**src/rtl/pwm_bufcmp_pkg.sv**
```systemverilog
package pwm_bufcmp_pkg;
  localparam int ADDR_W = 4;
  typedef logic [ADDR_W-1:0] reg_addr_t;

  localparam reg_addr_t ADR_CTRL  = 4'd0;
  localparam reg_addr_t ADR_XMODE = 4'd1;
  localparam reg_addr_t ADR_CMP0  = 4'd2;
  localparam reg_addr_t ADR_BUF0  = 4'd5;
  localparam reg_addr_t ADR_COUNT = 4'd8;

  localparam int CTRL_RUN  = 0;
  localparam int CTRL_PWM  = 1;
  localparam int CTRL_BUF0 = 2;

  localparam int PAIR_A = 0;
  localparam int PAIR_B = 1;
endpackage

```
**src/rtl/pwm_bufcmp_regs.sv**
```systemverilog
module pwm_bufcmp_regs
  import pwm_bufcmp_pkg::*;
#(
  parameter int CNT_W = 16,
  parameter int NPAIR = 3,
  localparam int CTRL_W = CTRL_BUF0 + NPAIR
) (
  input  logic                        clk,
  input  logic                        rst_n,
  input  logic                        wr_en,
  input  reg_addr_t                   addr,
  input  logic [CTRL_W-1:0]           wcfg,
  input  logic [CNT_W-1:0]            cnt,
  input  logic [NPAIR-1:0][CNT_W-1:0] cmp,
  input  logic [NPAIR-1:0][CNT_W-1:0] bufv,
  output logic                        run,
  output logic                        pwm_mode,
  output logic [NPAIR-1:0]            buf_on,
  output logic [NPAIR-1:0]            sel_clr,
  output logic [NPAIR-1:0]            wr_cmp,
  output logic [NPAIR-1:0]            wr_buf,
  output logic                        sw_clr,
  output logic [CNT_W-1:0]            rdata
);
  logic [CTRL_W-1:0] ctrl_q, ctrl_d;
  logic              ctrl_en;
  logic [NPAIR-1:0]  xmode_q, xmode_d;
  logic              xmode_en;

  always_comb begin
    ctrl_en  = wr_en && (addr == ADR_CTRL);
    ctrl_d   = wcfg;
    xmode_en = wr_en && (addr == ADR_XMODE);
    xmode_d  = wcfg[NPAIR-1:0];
  end

  always_ff @(posedge clk or negedge rst_n) begin
    if (!rst_n) begin
      ctrl_q  <= '0;
      xmode_q <= '0;
    end else begin
      if (ctrl_en)  ctrl_q  <= ctrl_d;
      if (xmode_en) xmode_q <= xmode_d;
    end
  end

  assign run      = ctrl_q[CTRL_RUN];
  assign pwm_mode = ctrl_q[CTRL_PWM];
  assign buf_on   = ctrl_q[CTRL_BUF0 +: NPAIR];
  assign sel_clr  = xmode_q;
  assign sw_clr   = wr_en && (addr == ADR_COUNT);

  for (genvar i = 0; i < NPAIR; i++) begin : g_dec
    assign wr_cmp[i] = wr_en && (addr == ADR_CMP0 + reg_addr_t'(i));
    assign wr_buf[i] = wr_en && (addr == ADR_BUF0 + reg_addr_t'(i));
  end

  always_comb begin
    rdata = '0;
    if (addr == ADR_CTRL)  rdata = CNT_W'(ctrl_q);
    if (addr == ADR_XMODE) rdata = CNT_W'(xmode_q);
    if (addr == ADR_COUNT) rdata = cnt;
    for (int i = 0; i < NPAIR; i++) begin
      if (addr == ADR_CMP0 + reg_addr_t'(i)) rdata = cmp[i];
      if (addr == ADR_BUF0 + reg_addr_t'(i)) rdata = bufv[i];
    end
  end
endmodule

```
**src/rtl/pwm_bufcmp_counter.sv**
```systemverilog
module pwm_bufcmp_counter #(
  parameter int CNT_W = 16
) (
  input  logic             clk,
  input  logic             rst_n,
  input  logic             run,
  input  logic             match_a,
  input  logic             sw_clr,
  output logic [CNT_W-1:0] cnt_q,
  output logic             clr_ev
);
  logic [CNT_W-1:0] cnt_d;
  logic             cnt_en;

  always_comb begin
    clr_ev = sw_clr || match_a;
    cnt_en = clr_ev || run;
    cnt_d  = clr_ev ? '0 : cnt_q + 1'b1;
  end

  always_ff @(posedge clk or negedge rst_n) begin
    if (!rst_n)      cnt_q <= '0;
    else if (cnt_en) cnt_q <= cnt_d;
  end
endmodule

```
**src/rtl/pwm_bufcmp_pair.sv**
```systemverilog
module pwm_bufcmp_pair #(
  parameter int CNT_W = 16
) (
  input  logic             clk,
  input  logic             rst_n,
  input  logic [CNT_W-1:0] cnt,
  input  logic [CNT_W-1:0] wdata,
  input  logic             run,
  input  logic             active,
  input  logic             sel_clr,
  input  logic             clr_ev,
  input  logic             wr_cmp,
  input  logic             wr_buf,
  output logic             match,
  output logic [CNT_W-1:0] cmp_q,
  output logic [CNT_W-1:0] buf_q
);
  logic             xfer, cmp_en, buf_en;
  logic [CNT_W-1:0] cmp_d, buf_d;

  always_comb begin
    match  = run && (cnt == cmp_q);
    // copy event: own match or counter clear, per the select bit
    xfer   = active && (sel_clr ? clr_ev : match);
    cmp_en = xfer || (wr_cmp && !active);
    cmp_d  = xfer ? buf_q : wdata;
    buf_en = wr_buf || (wr_cmp && active);
    buf_d  = wdata;
  end

  always_ff @(posedge clk or negedge rst_n) begin
    if (!rst_n) begin
      cmp_q <= '0;
      buf_q <= '0;
    end else begin
      if (cmp_en) cmp_q <= cmp_d;
      if (buf_en) buf_q <= buf_d;
    end
  end
endmodule

```
**src/rtl/pwm_bufcmp_out.sv**
```systemverilog
module pwm_bufcmp_out (
  input  logic clk,
  input  logic rst_n,
  input  logic pwm_mode,
  input  logic clr_ev,
  input  logic match_b,
  output logic pwm_q
);
  logic pwm_d;

  always_comb begin
    pwm_d = pwm_mode && (clr_ev || (pwm_q && !match_b));
  end

  always_ff @(posedge clk or negedge rst_n) begin
    if (!rst_n) pwm_q <= 1'b0;
    else        pwm_q <= pwm_d;
  end
endmodule

```
**src/rtl/pwm_bufcmp_chan.sv**
```systemverilog
module pwm_bufcmp_chan
  import pwm_bufcmp_pkg::*;
#(
  parameter int CNT_W  = 16,
  parameter int HAS_EF = 1
) (
  input  logic              clk,
  input  logic              rst_n,
  input  logic              wr_en,
  input  logic [ADDR_W-1:0] addr,
  input  logic [CNT_W-1:0]  wdata,
  output logic [CNT_W-1:0]  rdata,
  output logic              pwm_out
);
  localparam int NPAIR  = (HAS_EF != 0) ? 3 : 2;
  localparam int CTRL_W = CTRL_BUF0 + NPAIR;

  logic rst_meta, rst_sn;
  always_ff @(posedge clk or negedge rst_n) begin
    if (!rst_n) {rst_sn, rst_meta} <= 2'b00;
    else        {rst_sn, rst_meta} <= {rst_meta, 1'b1};
  end

  logic                        run, pwm_mode, sw_clr, clr_ev;
  logic [NPAIR-1:0]            buf_on, sel_clr, wr_cmp, wr_buf, match, active;
  logic [CNT_W-1:0]            cnt_q;
  logic [NPAIR-1:0][CNT_W-1:0] cmp_all, buf_all;

  assign active = buf_on & {NPAIR{pwm_mode}};

  pwm_bufcmp_regs #(.CNT_W(CNT_W), .NPAIR(NPAIR)) u_regs (
    .clk(clk), .rst_n(rst_sn), .wr_en(wr_en), .addr(addr),
    .wcfg(wdata[CTRL_W-1:0]), .cnt(cnt_q), .cmp(cmp_all), .bufv(buf_all),
    .run(run), .pwm_mode(pwm_mode), .buf_on(buf_on), .sel_clr(sel_clr),
    .wr_cmp(wr_cmp), .wr_buf(wr_buf), .sw_clr(sw_clr), .rdata(rdata)
  );

  pwm_bufcmp_counter #(.CNT_W(CNT_W)) u_cnt (
    .clk(clk), .rst_n(rst_sn), .run(run), .match_a(match[PAIR_A]),
    .sw_clr(sw_clr), .cnt_q(cnt_q), .clr_ev(clr_ev)
  );

  for (genvar i = 0; i < NPAIR; i++) begin : g_pair
    pwm_bufcmp_pair #(.CNT_W(CNT_W)) u_pair (
      .clk(clk), .rst_n(rst_sn), .cnt(cnt_q), .wdata(wdata), .run(run),
      .active(active[i]), .sel_clr(sel_clr[i]), .clr_ev(clr_ev),
      .wr_cmp(wr_cmp[i]), .wr_buf(wr_buf[i]), .match(match[i]),
      .cmp_q(cmp_all[i]), .buf_q(buf_all[i])
    );
  end

  pwm_bufcmp_out u_out (
    .clk(clk), .rst_n(rst_sn), .pwm_mode(pwm_mode), .clr_ev(clr_ev),
    .match_b(match[PAIR_B]), .pwm_q(pwm_out)
  );
endmodule

```
**config.mk**
```make
export PLATFORM = sky130hd
export DESIGN_NAME = pwm_bufcmp_chan
export DESIGN_NICKNAME = d
export VERILOG_FILES = /design/src/rtl/pwm_bufcmp_pkg.sv /design/src/rtl/pwm_bufcmp_regs.sv /design/src/rtl/pwm_bufcmp_counter.sv /design/src/rtl/pwm_bufcmp_pair.sv /design/src/rtl/pwm_bufcmp_out.sv /design/src/rtl/pwm_bufcmp_chan.sv
export SDC_FILE = /design/constraint.sdc
export NUM_CORES = 1
export LEC_CHECK = 0
export BUFFER_PORTS_ARGS = -buffer_cell sky130_fd_sc_hd__buf_2
export CORE_ASPECT_RATIO = 1.1
export CORE_MARGIN = 10
export CORE_UTILIZATION = 25
export DETAILED_ROUTE_END_ITERATION = 10
export HOLD_SLACK_MARGIN = 0.06
export SLEW_MARGIN = 10
export SYNTH_ARGS = -nofsm -noshare
export SYNTH_HDL_FRONTEND = slang
export SYNTH_HIERARCHICAL = 1
export SYNTH_SLANG_ARGS = --single-unit
```
**constraint.sdc**
```tcl
create_clock -name clk -period 4.2 [get_ports clk]
set_clock_uncertainty 0.05 [all_clocks]
set_input_delay 0.21 -clock clk [delete_from_list [all_inputs] [get_ports clk]]
set_output_delay 0.21 -clock clk [all_outputs]
set_load 0.005 [all_outputs]
```
Word-level counts from Yosys, hierarchy flattened
Cells that the tools add are included.
{"block": "word_totals", "input_bits": 23, "word_cells": 78, "reg_bits": 123}
{"block": "op_classes", "add_sub_neg": 1, "eq_ne": 11, "reduce_logical": 37, "mux": 16, "n_bitwise": 1}
{"cell": "16-bit 2-to-1 mux", "count": 12}
{"cell": "16-bit == test", "count": 3}
{"cell": "1-bit logical AND", "count": 23}
{"cell": "16-bit by 1-bit adder with 16-bit output, second input constant", "count": 1}
{"cell": "4-bit by 3-bit == test with 1-bit output, second input constant", "count": 4}
{"cell": "1-bit logical OR", "count": 9}
{"cell": "4-bit by 2-bit == test with 1-bit output, second input constant", "count": 2}
{"cell": "5-bit 2-to-1 mux", "count": 1}
{"cell": "4-bit by 1-bit == test with 1-bit output, second input constant", "count": 1}
{"cell": "4-bit == test, second input constant", "count": 1}
{"cell": "1-bit logical NOT", "count": 4}
{"cell": "4-bit logical NOT", "count": 1}
{"cell": "3-bit bitwise AND", "count": 1}
{"cell": "1-bit 2-to-1 mux", "count": 3}

Depth between registers and ports, before layout
Gate-level depths: netlist (run 1).
{"block": "logic_depth", "ltp_word": 10, "depth_mapped": 11, "mapped_depth_nobuf": 9}

Modules after synthesis
The synthesis (run 1) kept the hierarchy.
{"module": "pwm_bufcmp_pair", "area_each_um2": 1662.8, "seq_area_each_um2": 800.8, "n_inst": 3, "cells_per_inst": 121}
{"module": "pwm_bufcmp_regs", "area_each_um2": 1840.5, "seq_area_each_um2": 200.2, "n_inst": 1, "cells_per_inst": 247}
{"module": "pwm_bufcmp_counter", "area_each_um2": 797.0, "seq_area_each_um2": 400.4, "n_inst": 1, "cells_per_inst": 81}
{"module": "pwm_bufcmp_chan", "area_each_um2": 72.6, "seq_area_each_um2": 50.0, "n_inst": 1, "cells_per_inst": 6}
{"module": "pwm_bufcmp_out", "area_each_um2": 46.3, "seq_area_each_um2": 25.0, "n_inst": 1, "cells_per_inst": 3}

Least setup slack after synthesis (run 1)
No wires, ideal clock.
{"block": "synth_timing", "path_kind": "reg2reg", "start": "reg u_cnt.cnt_q[3]", "end": "reg g_pair[0].u_pair.cmp_q[0]", "slack_ns": 1.331, "stages_incl_launch_ff": 12, "synth_period_minus_slack_ns": 2.869, "arrival_time_ns": 2.694, "setup_ns": 0.125, "required_ns": 4.025, "path_cell_list": "dfrtp_1 -> xor2_1 -> a221o_1 -> nor4_4 -> and2_1 -> nor2_1 -> inv_1 -> buf_1 -> and3_1 -> a41oi_4 -> buf_6 -> mux2_4"}
{"block": "synth_via", "elab_chain_cells": 6}
{"element": "start: declaration", "line": "pwm_bufcmp_counter.sv:9", "text": "output logic [CNT_W-1:0] cnt_q,"}
{"element": "start signal: assignment", "line": "pwm_bufcmp_counter.sv:23", "text": "else if (cnt_en) cnt_q <= cnt_d;"}
{"element": "16-bit == test (*)", "line": "pwm_bufcmp_pair.sv:22", "text": "match = run && (cnt == cmp_q);"}
{"element": "1-bit logical AND (*)", "line": "pwm_bufcmp_pair.sv:22"}
{"element": "via match[0]", "line": "pwm_bufcmp_chan.sv:25", "text": "logic [NPAIR-1:0] buf_on, sel_clr, wr_cmp, wr_buf, match, active;"}
{"element": "1-bit logical OR (*)", "line": "pwm_bufcmp_counter.sv:16", "text": "clr_ev = sw_clr || match_a;"}
{"element": "via clr_ev", "line": "pwm_bufcmp_chan.sv:24", "text": "logic run, pwm_mode, sw_clr, clr_ev;"}
{"element": "1-bit 2-to-1 mux (*)", "line": "pwm_bufcmp_pair.sv:24", "text": "xfer = active && (sel_clr ? clr_ev : match);"}
{"element": "1-bit logical AND (*)", "line": "pwm_bufcmp_pair.sv:24"}
{"element": "16-bit 2-to-1 mux or 1-bit logical OR (tied branches)", "line": "pwm_bufcmp_pair.sv:26, pwm_bufcmp_pair.sv:25"}
{"element": "end signal: assignment", "line": "pwm_bufcmp_pair.sv:36", "text": "if (cmp_en) cmp_q <= cmp_d;"}
{"element": "end: declaration", "line": "pwm_bufcmp_pair.sv:15", "text": "output logic [CNT_W-1:0] cmp_q,"}
The timed path passes the listed nets; every way through them passes the cells marked *.
A chain may end at the register's enable or synchronous reset.

Final worst setup path (run 1)
{"block": "layout_timing", "start": "reg u_cnt.cnt_q[4]", "end": "reg g_pair[2].u_pair.cmp_q[9]"}
{"block": "layout_via", "elab_chain_cells": 6}
{"element": "16-bit == test (*)", "line": "pwm_bufcmp_pair.sv:22"}
{"element": "1-bit logical AND (*)", "line": "pwm_bufcmp_pair.sv:22"}
{"element": "via match[0]", "line": "pwm_bufcmp_chan.sv:25"}
{"element": "1-bit logical OR (*)", "line": "pwm_bufcmp_counter.sv:16"}
{"element": "via clr_ev", "line": "pwm_bufcmp_chan.sv:24"}
{"element": "1-bit 2-to-1 mux (*)", "line": "pwm_bufcmp_pair.sv:24"}
{"element": "1-bit logical AND (*)", "line": "pwm_bufcmp_pair.sv:24"}
{"element": "16-bit 2-to-1 mux or 1-bit logical OR (tied branches)", "line": "pwm_bufcmp_pair.sv:26, pwm_bufcmp_pair.sv:25"}
{"element": "end signal: assignment", "line": "pwm_bufcmp_pair.sv:36"}
{"element": "end: declaration", "line": "pwm_bufcmp_pair.sv:15"}
Marks and branches as above.

==> flow_summary_export.csv, run 1 <==
group,metric,value,unit
status,status,"finished, final reports clean",
setup_path,reg2regPathDepth,10,
clocking,cts_sinks,123,
pwr,p_comb_share,26.3,%
layout,final_cell_count_no_fill,1178,
logic_synthesis,syn_area,0.007739,mm2
sta,slew-limit-headroom,31.67,%
placement,dp.cells,1134,
sta,worst_slew_pin_slew,1.021,ns
placement,dpl.hpwl,17.25,mm
clocking,numCtsBuffers,17,
global_route,antenna_found_initial,0,
setup_path,reg2reg_slack,0.99,ns
setup_path,worstPathMaxFanout,10,
setup_path,path_depth,10,
setup_path,critical_path_class,"flip-flop to flip-flop",
pwr,p_int,3201,uW
hold_path,hold_class,"primary input to flip-flop",
setup_path,cp_slowest_cell,"dfrtp_1",
setup_path,cp_top_family,"compound AO/OA/AOI/OAI gates",
routing,drc,0,
logic_synthesis,yosys_warnings,6,
pwr,power_leakage,0.003902,uW
setup_path,path_buf_inv,3,
clocking,clkTransAtPathRegs,0.05,ns
die,dieWidth,187.8,um
clocking,clk_root_buffer_cell,"clkbuf_16",
routing,wl_per_cell,20.46,um
setup_path,crit_top_cell,"inv_1",
setup_path,cp.arrival,3.47,ns
setup_path,setup.worst_path.end_class,"flip-flop",
pwr,power_switching,1574,uW
routing,num_vias,5960,
die,core.rowCount,67,
pwr,seqPwrFrac,40.9,%
setup_path,required,4.46,ns
placement,io_buffers,39,
sta,drv_slew,0,
global_route,grt_overflow,0,
routing,ant_nets,0,
sta,finalCritPeriodShare,76.45,%
pwr,p_total,4775,uW
placement,dp_slack,1.090,ns
clocking,htreeDepth,4,
layout,final_nets,775,
run,drv_cap,0,
die,core_area,0.03051,mm2
global_route,grt_pass1_wl,37.24,mm
sta,setup_ws,0.9889,ns
pwr,p_clk_share,32.8,%
layout,syn2layout_area_growth,18.08,%
layout,fillers,3192,
die,die_y,204.5,um
global_route,grt_use_total,12.54,%
routing,drt_iter0_markers,582,
clocking,insertion_delay,0.43,ns
global_route,grt_pass1_vias,6087,
setup_path,rr_startpoint,"u_cnt/cnt_q[4]",
setup_path,endpoint,"g_pair[2].u_pair/cmp_q[9]",
logic_synthesis,synth.avg_cell_area,11.07,um2
sta,finalSetupTns,0,ns
logic_synthesis,synth_nets,723,
clocking,ctsResizeCount,0,
pwr,swShare,32.96,%
layout,diodes,0,
pwr,vdd_ir_drop_max,0.0002928,V
sta,layout_min_cycle_time,3.211,ns
die,die_area,0.03840,mm2
setup_path,crit_path_start_kind,"flip-flop",
sta,rsz0062_at_grt,"false",
logic_synthesis,synth_cells,699,
sta,setup_violations,0,
setup_path,r2r_end,"g_pair[2].u_pair/cmp_q[9]",
sta,fmax,0.3114,GHz
routing,drtPass1Iterations,7,
setup_path,max_stage_delay,0.58,ns
placement,place_congestion,0.9136,
die,num_io_pins,40,
routing,viasPerCell,5.059,
setup_path,crit_start,"u_cnt/cnt_q[4]",
die,start_util,25.36,%
routing,wl,24.10,mm
clocking,ctsLongestPathBuffers,2,
layout,drive_above_1_share,35.34,%
clocking,tritoncts,"built",
global_route,grt_max_degree,68,
pwr,p_per_area,522.6,mW/mm2
setup_path,crit_chain,"inv_1, o2111ai_1, nor4_4, and2_1, nor2_1, inv_1, and3_1, a41oi_4, buf_4, mux2_2",
sta,hold_viol_final,0,
## power by group through the flow
stage / sequential [uW] / clock, uW / combinational (uW)
global route: 2010 / 1640 / 1360
CTS: 1950 / 1590 / 1250
floorplan: 1810 / 0 / 979
global placement: 1960 / 0 / 1210
finish: 1950 / 1570 / 1260
detailed placement: 1960 / 0 / 1230
## per-stage QoR
step / hold WS (ns) / util (%) / area [um2]
after floorplan: -0.1356 / - / 7739
after global placement: -0.05424 / 27.52 / 8398
after detailed placement: -0.05430 / 27.52 / 8398
after CTS: 0.07446 / 29.95 / 9138
after global routing: 0.09894 / 29.95 / 9138
final: 0.09644 / 29.95 / 9138
## sequential cells by signal (all words and copies together), names as in the netlist
register	cells
rst_meta	1
rst_sn	1
u_cnt/cnt_q	16
g_pair.u_pair/buf_q	48
u_out/pwm_q	1
u_regs/sel_clr	3
u_regs/ctrl_q	5
g_pair.u_pair/cmp_q	48
## routing by layer
layer	up-vias	global-route usage, %	share of wire [%]
met4	0	6.089	3.3
met1	3005	15.33	43
met2	213	21.22	49
li1	2682	-	-
met5	-	0	0
met3	60	1.939	4.7
## placed cells by master, fill, tap and decap left out, types with 6 or more instances in the layout
master	count
xor2_1	17
nand2b_1	17
a221o_1	6
mux2_2	120
clkbuf_16	17
nand4_1	8
xnor2_1	26
mux2_4	30
inv_1	32
nand2_1	44
nand3_1	7
a22oi_1	13
nor2_1	28
a2bb2oi_1	10
a21oi_1	24
o221ai_1	6
buf_4	23
a22o_1	12
dlygate4sd3_1	12
and2_1	9
o32ai_1	11
buf_2	39
dfrtp_1	122
o22ai_1	11
o21ai_0	19
## what timing repair did
| item | in CTS | in global routing |
|---|---|---|
| hold buffers | 12 | 0 |
| setup endpoints to repair | 0 | 0 |
| setup buffers | 0 | 0 |
| endpoints found under the hold margin | 30 | 0 |
## area by class of cell
| type | instances | area (um2) | share of cell area, % |
|---|---|---|---|
| multi-input combinational | 501 | 4270 | 46.73 |
| sequential | 123 | 3082 | 33.73 |
| timing repair buffer | 76 | 528.0 | 5.778 |
| tap | 414 | 518.0 | 5.669 |
| clock buffer | 21 | 450.4 | 4.929 |
| clock inverter | 11 | 168.9 | 1.849 |
| inverter | 32 | 120.1 | 1.315 |
## worst min-delay path by stage
stage          slack [ns]     start  cells past startpoint                         to
2_1_floorplan       -0.14     rst_n                      0                   rst_meta
3_3_place_gp        -0.05     rst_n                      1                   rst_meta
3_5_place_dp        -0.05     rst_n                      1                   rst_meta
4_1_cts              0.07  wdata[9]                      2  g_pair[1].u_pair/buf_q[9]
5_1_grt               0.1  wdata[9]                      2  g_pair[2].u_pair/buf_q[9]
6_report              0.1  wdata[9]                      2  g_pair[1].u_pair/buf_q[9]
Note: power is estimated with default switching activity, not from simulation.
==> run 2, diff against run 1 <==
==> constraint.sdc (replaced) <==
create_clock -name clk -period 3.3 [get_ports clk]
set_clock_uncertainty 0.05 [all_clocks]
set_input_delay 0.165 -clock clk [delete_from_list [all_inputs] [get_ports clk]]
set_output_delay 0.165 -clock clk [all_outputs]
set_load 0.005 [all_outputs]
==> run 2 against run 1 <==
  * Sequential cell count did not move
  * Worst setup slack lost 0.74 ns
  * Global-route usage is 0.18 points higher
  * Clock power rose by 11%
  * Critical path depth fell by 1
  * Largest cell class unchanged
  * Critical endpoint is now g_pair[1].u_pair/cmp_q[5]
  * Register-to-register slack worse by 0.74 ns
  * Routed wire length up 1.1%
  * Combinational power up 41%
  * Final cell count up 0.85%
  * Die area did not move
==> flow_summary_export.csv, run 2 (same netlist as run 1, synthesis figures left out) <==
group,metric,value,unit
layout,fillers,3212,
sta,layout_min_cycle_time,3.054,ns
layout,drive_above_1_share,35.92,%
routing,wl_per_cell,20.52,um
clocking,holdBufCountCts,16,
setup_path,max_stage_delay,0.85,ns
placement,dp_slack,0.2606,ns
layout,syn2layout_area_growth,18.48,%
routing,drt_iter0_markers,555,
die,core_area,0.03051,mm2
sta,hold_viol_final,0,
clocking,tritoncts,"built",
setup_path,reg2regPathDepth,9,
placement,placed_area,0.008466,mm2
layout,diodes,0,
die,die_area,0.03840,mm2
sta,setup_violations,0,
setup_path,cp.arrival,3.32,ns
routing,wl,24.38,mm
clocking,post_cts_buffers,0,
global_route,grt_max_degree,78,
layout,top_regs,"g_pair.u_pair/buf_q: 48 flops, g_pair.u_pair/cmp_q: 48 flops, u_cnt/cnt_q: 16 flops",
hold_path,worst_hold_path.num_cells,2,
setup_path,required,3.56,ns
layout,final_common_cell,"dfrtp_1",
setup_path,critical_path_class,"flip-flop to flip-flop",
die,die_y,204.5,um
setup_path,cp_top_family,"compound AO/OA/AOI/OAI gates",
pwr,vdd_ir_drop_max,0.0002565,V
setup_path,crit_start,"u_cnt/cnt_q[3]",
clocking,htreeDepth,4,
run,drv_cap,0,
layout,final_cell_mix,"122 x dfrtp_1, 120 x mux2_2, 44 x nand2_1",
routing,drtPass1Iterations,5,
placement,dpl.hpwl,17.35,mm
setup_path,setup.worst_path.end_class,"flip-flop",
sta,fmax,0.3275,GHz
setup_path,worstPathMaxFanout,16,
setup_path,crit_path_start_kind,"flip-flop",
hold_path,whs_endpoint,"g_pair[0].u_pair/buf_q[4]",
clocking,insertion_delay,0.43,ns
die,core.rowCount,67,
layout,final_cell_count_no_fill,1188,
setup_path,rr_startpoint,"u_cnt/cnt_q[3]",
sta,finalCritPeriodShare,92.54,%
setup_path,crit_chain,"xor2_1, a221o_1, nor4_4, and2_1, nor2_1, inv_1, and3_1, a41oi_4, mux2_2",
layout,design_area,0.009169,mm2
global_route,antenna_found_initial,0,
status,status,"finished, final reports clean",
global_route,grt_pass1_wl,37.78,mm
routing,drc,0,
clocking,numCtsBuffers,17,
hold_path,min_from,"wdata[4]",
global_route,grt_pass1_vias,6189,
setup_path,path_buf_inv,1,
clocking,cts_sinks,123,
setup_path,r2r_end,"g_pair[1].u_pair/cmp_q[5]",
sta,worst_slew_pin_slew,1.072,ns
die,num_io_pins,40,
pwr,power_leakage,0.003932,uW
clocking,clk_root_buffer_cell,"clkbuf_16",
routing,viasPerCell,5.032,
sta,slew-limit-headroom,28.30,%
sta,setup_ws,0.2463,ns
layout,final_nets,788,
setup_path,cp_slowest_cell,"a41oi_4",
routing,ant_nets,0,
sta,drv_slew,0,
setup_path,reg2reg_slack,0.25,ns
global_route,grt_use_total,12.72,%
clocking,clkTransAtPathRegs,0.05,ns
hold_path,hold_class,"primary input to flip-flop",
pwr,p_per_area,644.5,mW/mm2
global_route,grt_overflow,0,
die,start_util,25.36,%
clocking,ctsLongestPathBuffers,2,
routing,num_vias,5978,
placement,dp.cells,1143,
placement,place_congestion,0.9735,
clocking,ctsResizeCount,0,
sta,rsz0062_at_grt,"false",
die,dieWidth,187.8,um
placement,io_buffers,39,
sta,finalSetupTns,0,ns
run 2: cell types whose count changed in the layout (fill, tap and decap cells not counted), sizes merged:
| cell | delta |
|---|---|
| clkinv | -2 |
| bufinv | -3 |
| buf | +9 |
| dlygate4sd3 | +4 |
| clkinvlp | +2 |
run 2: routing by layer:
| layer | GRT usage [%] | part of all wire (%) |
|---|---|---|
| met1 | 15.29 | 42 |
| met2 | 21.68 | 50 |
| met3 | 2.262 | 5.3 |
| met4 | 6.032 | 3.4 |
| met5 | 0 | 0 |
run 2: worst register-to-register path: stages (launching register included):
cell	delay [ns]
dfrtp_1	0.48
xor2_1	0.22
a221o_1	0.20
nor4_4	0.08
and2_1	0.16
nor2_1	0.18
inv_1	0.11
and3_1	0.18
a41oi_4	0.85
mux2_2	0.43
run 2: area by class of cell:
cell class	count	area, um2	share of cell area [%]
multi-input cells	501	4270	46.57
flip-flops and latches	123	3082	33.61
repair buffers	89	635.6	6.932
well taps	414	518.0	5.650
clock buffers	21	470.5	5.131
inverters	32	120.1	1.310
clock inverters	8	72.57	0.7915
run 2: per-stage QoR:
stage | total power (uW) | util [%] | hold WS (ns)
2_1_floorplan | 3551 | - | -0.1806
3_3_place_gp | 4103 | 27.74 | -0.09849
3_5_place_dp | 4146 | 27.74 | -0.09675
4_1_cts | 5931 | 30.05 | 0.06221
5_1_grt | 6204 | 30.05 | 0.07496
6_report | 5910 | 30.05 | 0.07928
run 2: worst max-delay path by stage:
stage                     cells after the start                   endpoint  slack [ns]
after global placement                        9  g_pair[1].u_pair/cmp_q[5]        0.32
after floorplan                              11  g_pair[0].u_pair/cmp_q[0]        0.43
after detailed placement                      9  g_pair[1].u_pair/cmp_q[5]        0.26
after global routing                          9  g_pair[1].u_pair/cmp_q[5]        0.12
final                                         9  g_pair[1].u_pair/cmp_q[5]        0.25
after CTS                                     9  g_pair[1].u_pair/cmp_q[5]        0.25
run 2: power breakdown:
| part | leakage [uW] | switching (uW) | total, uW | internal (uW) |
|---|---|---|---|---|
| Clock | 0.000262 | 675 | 1750 | 1070 |
| Sequential | 0.00151 | 465 | 2380 | 1920 |
| Combinational | 0.00216 | 845 | 1780 | 934 |
| Total | 0.00393 | 1980 | 5910 | 3920 |
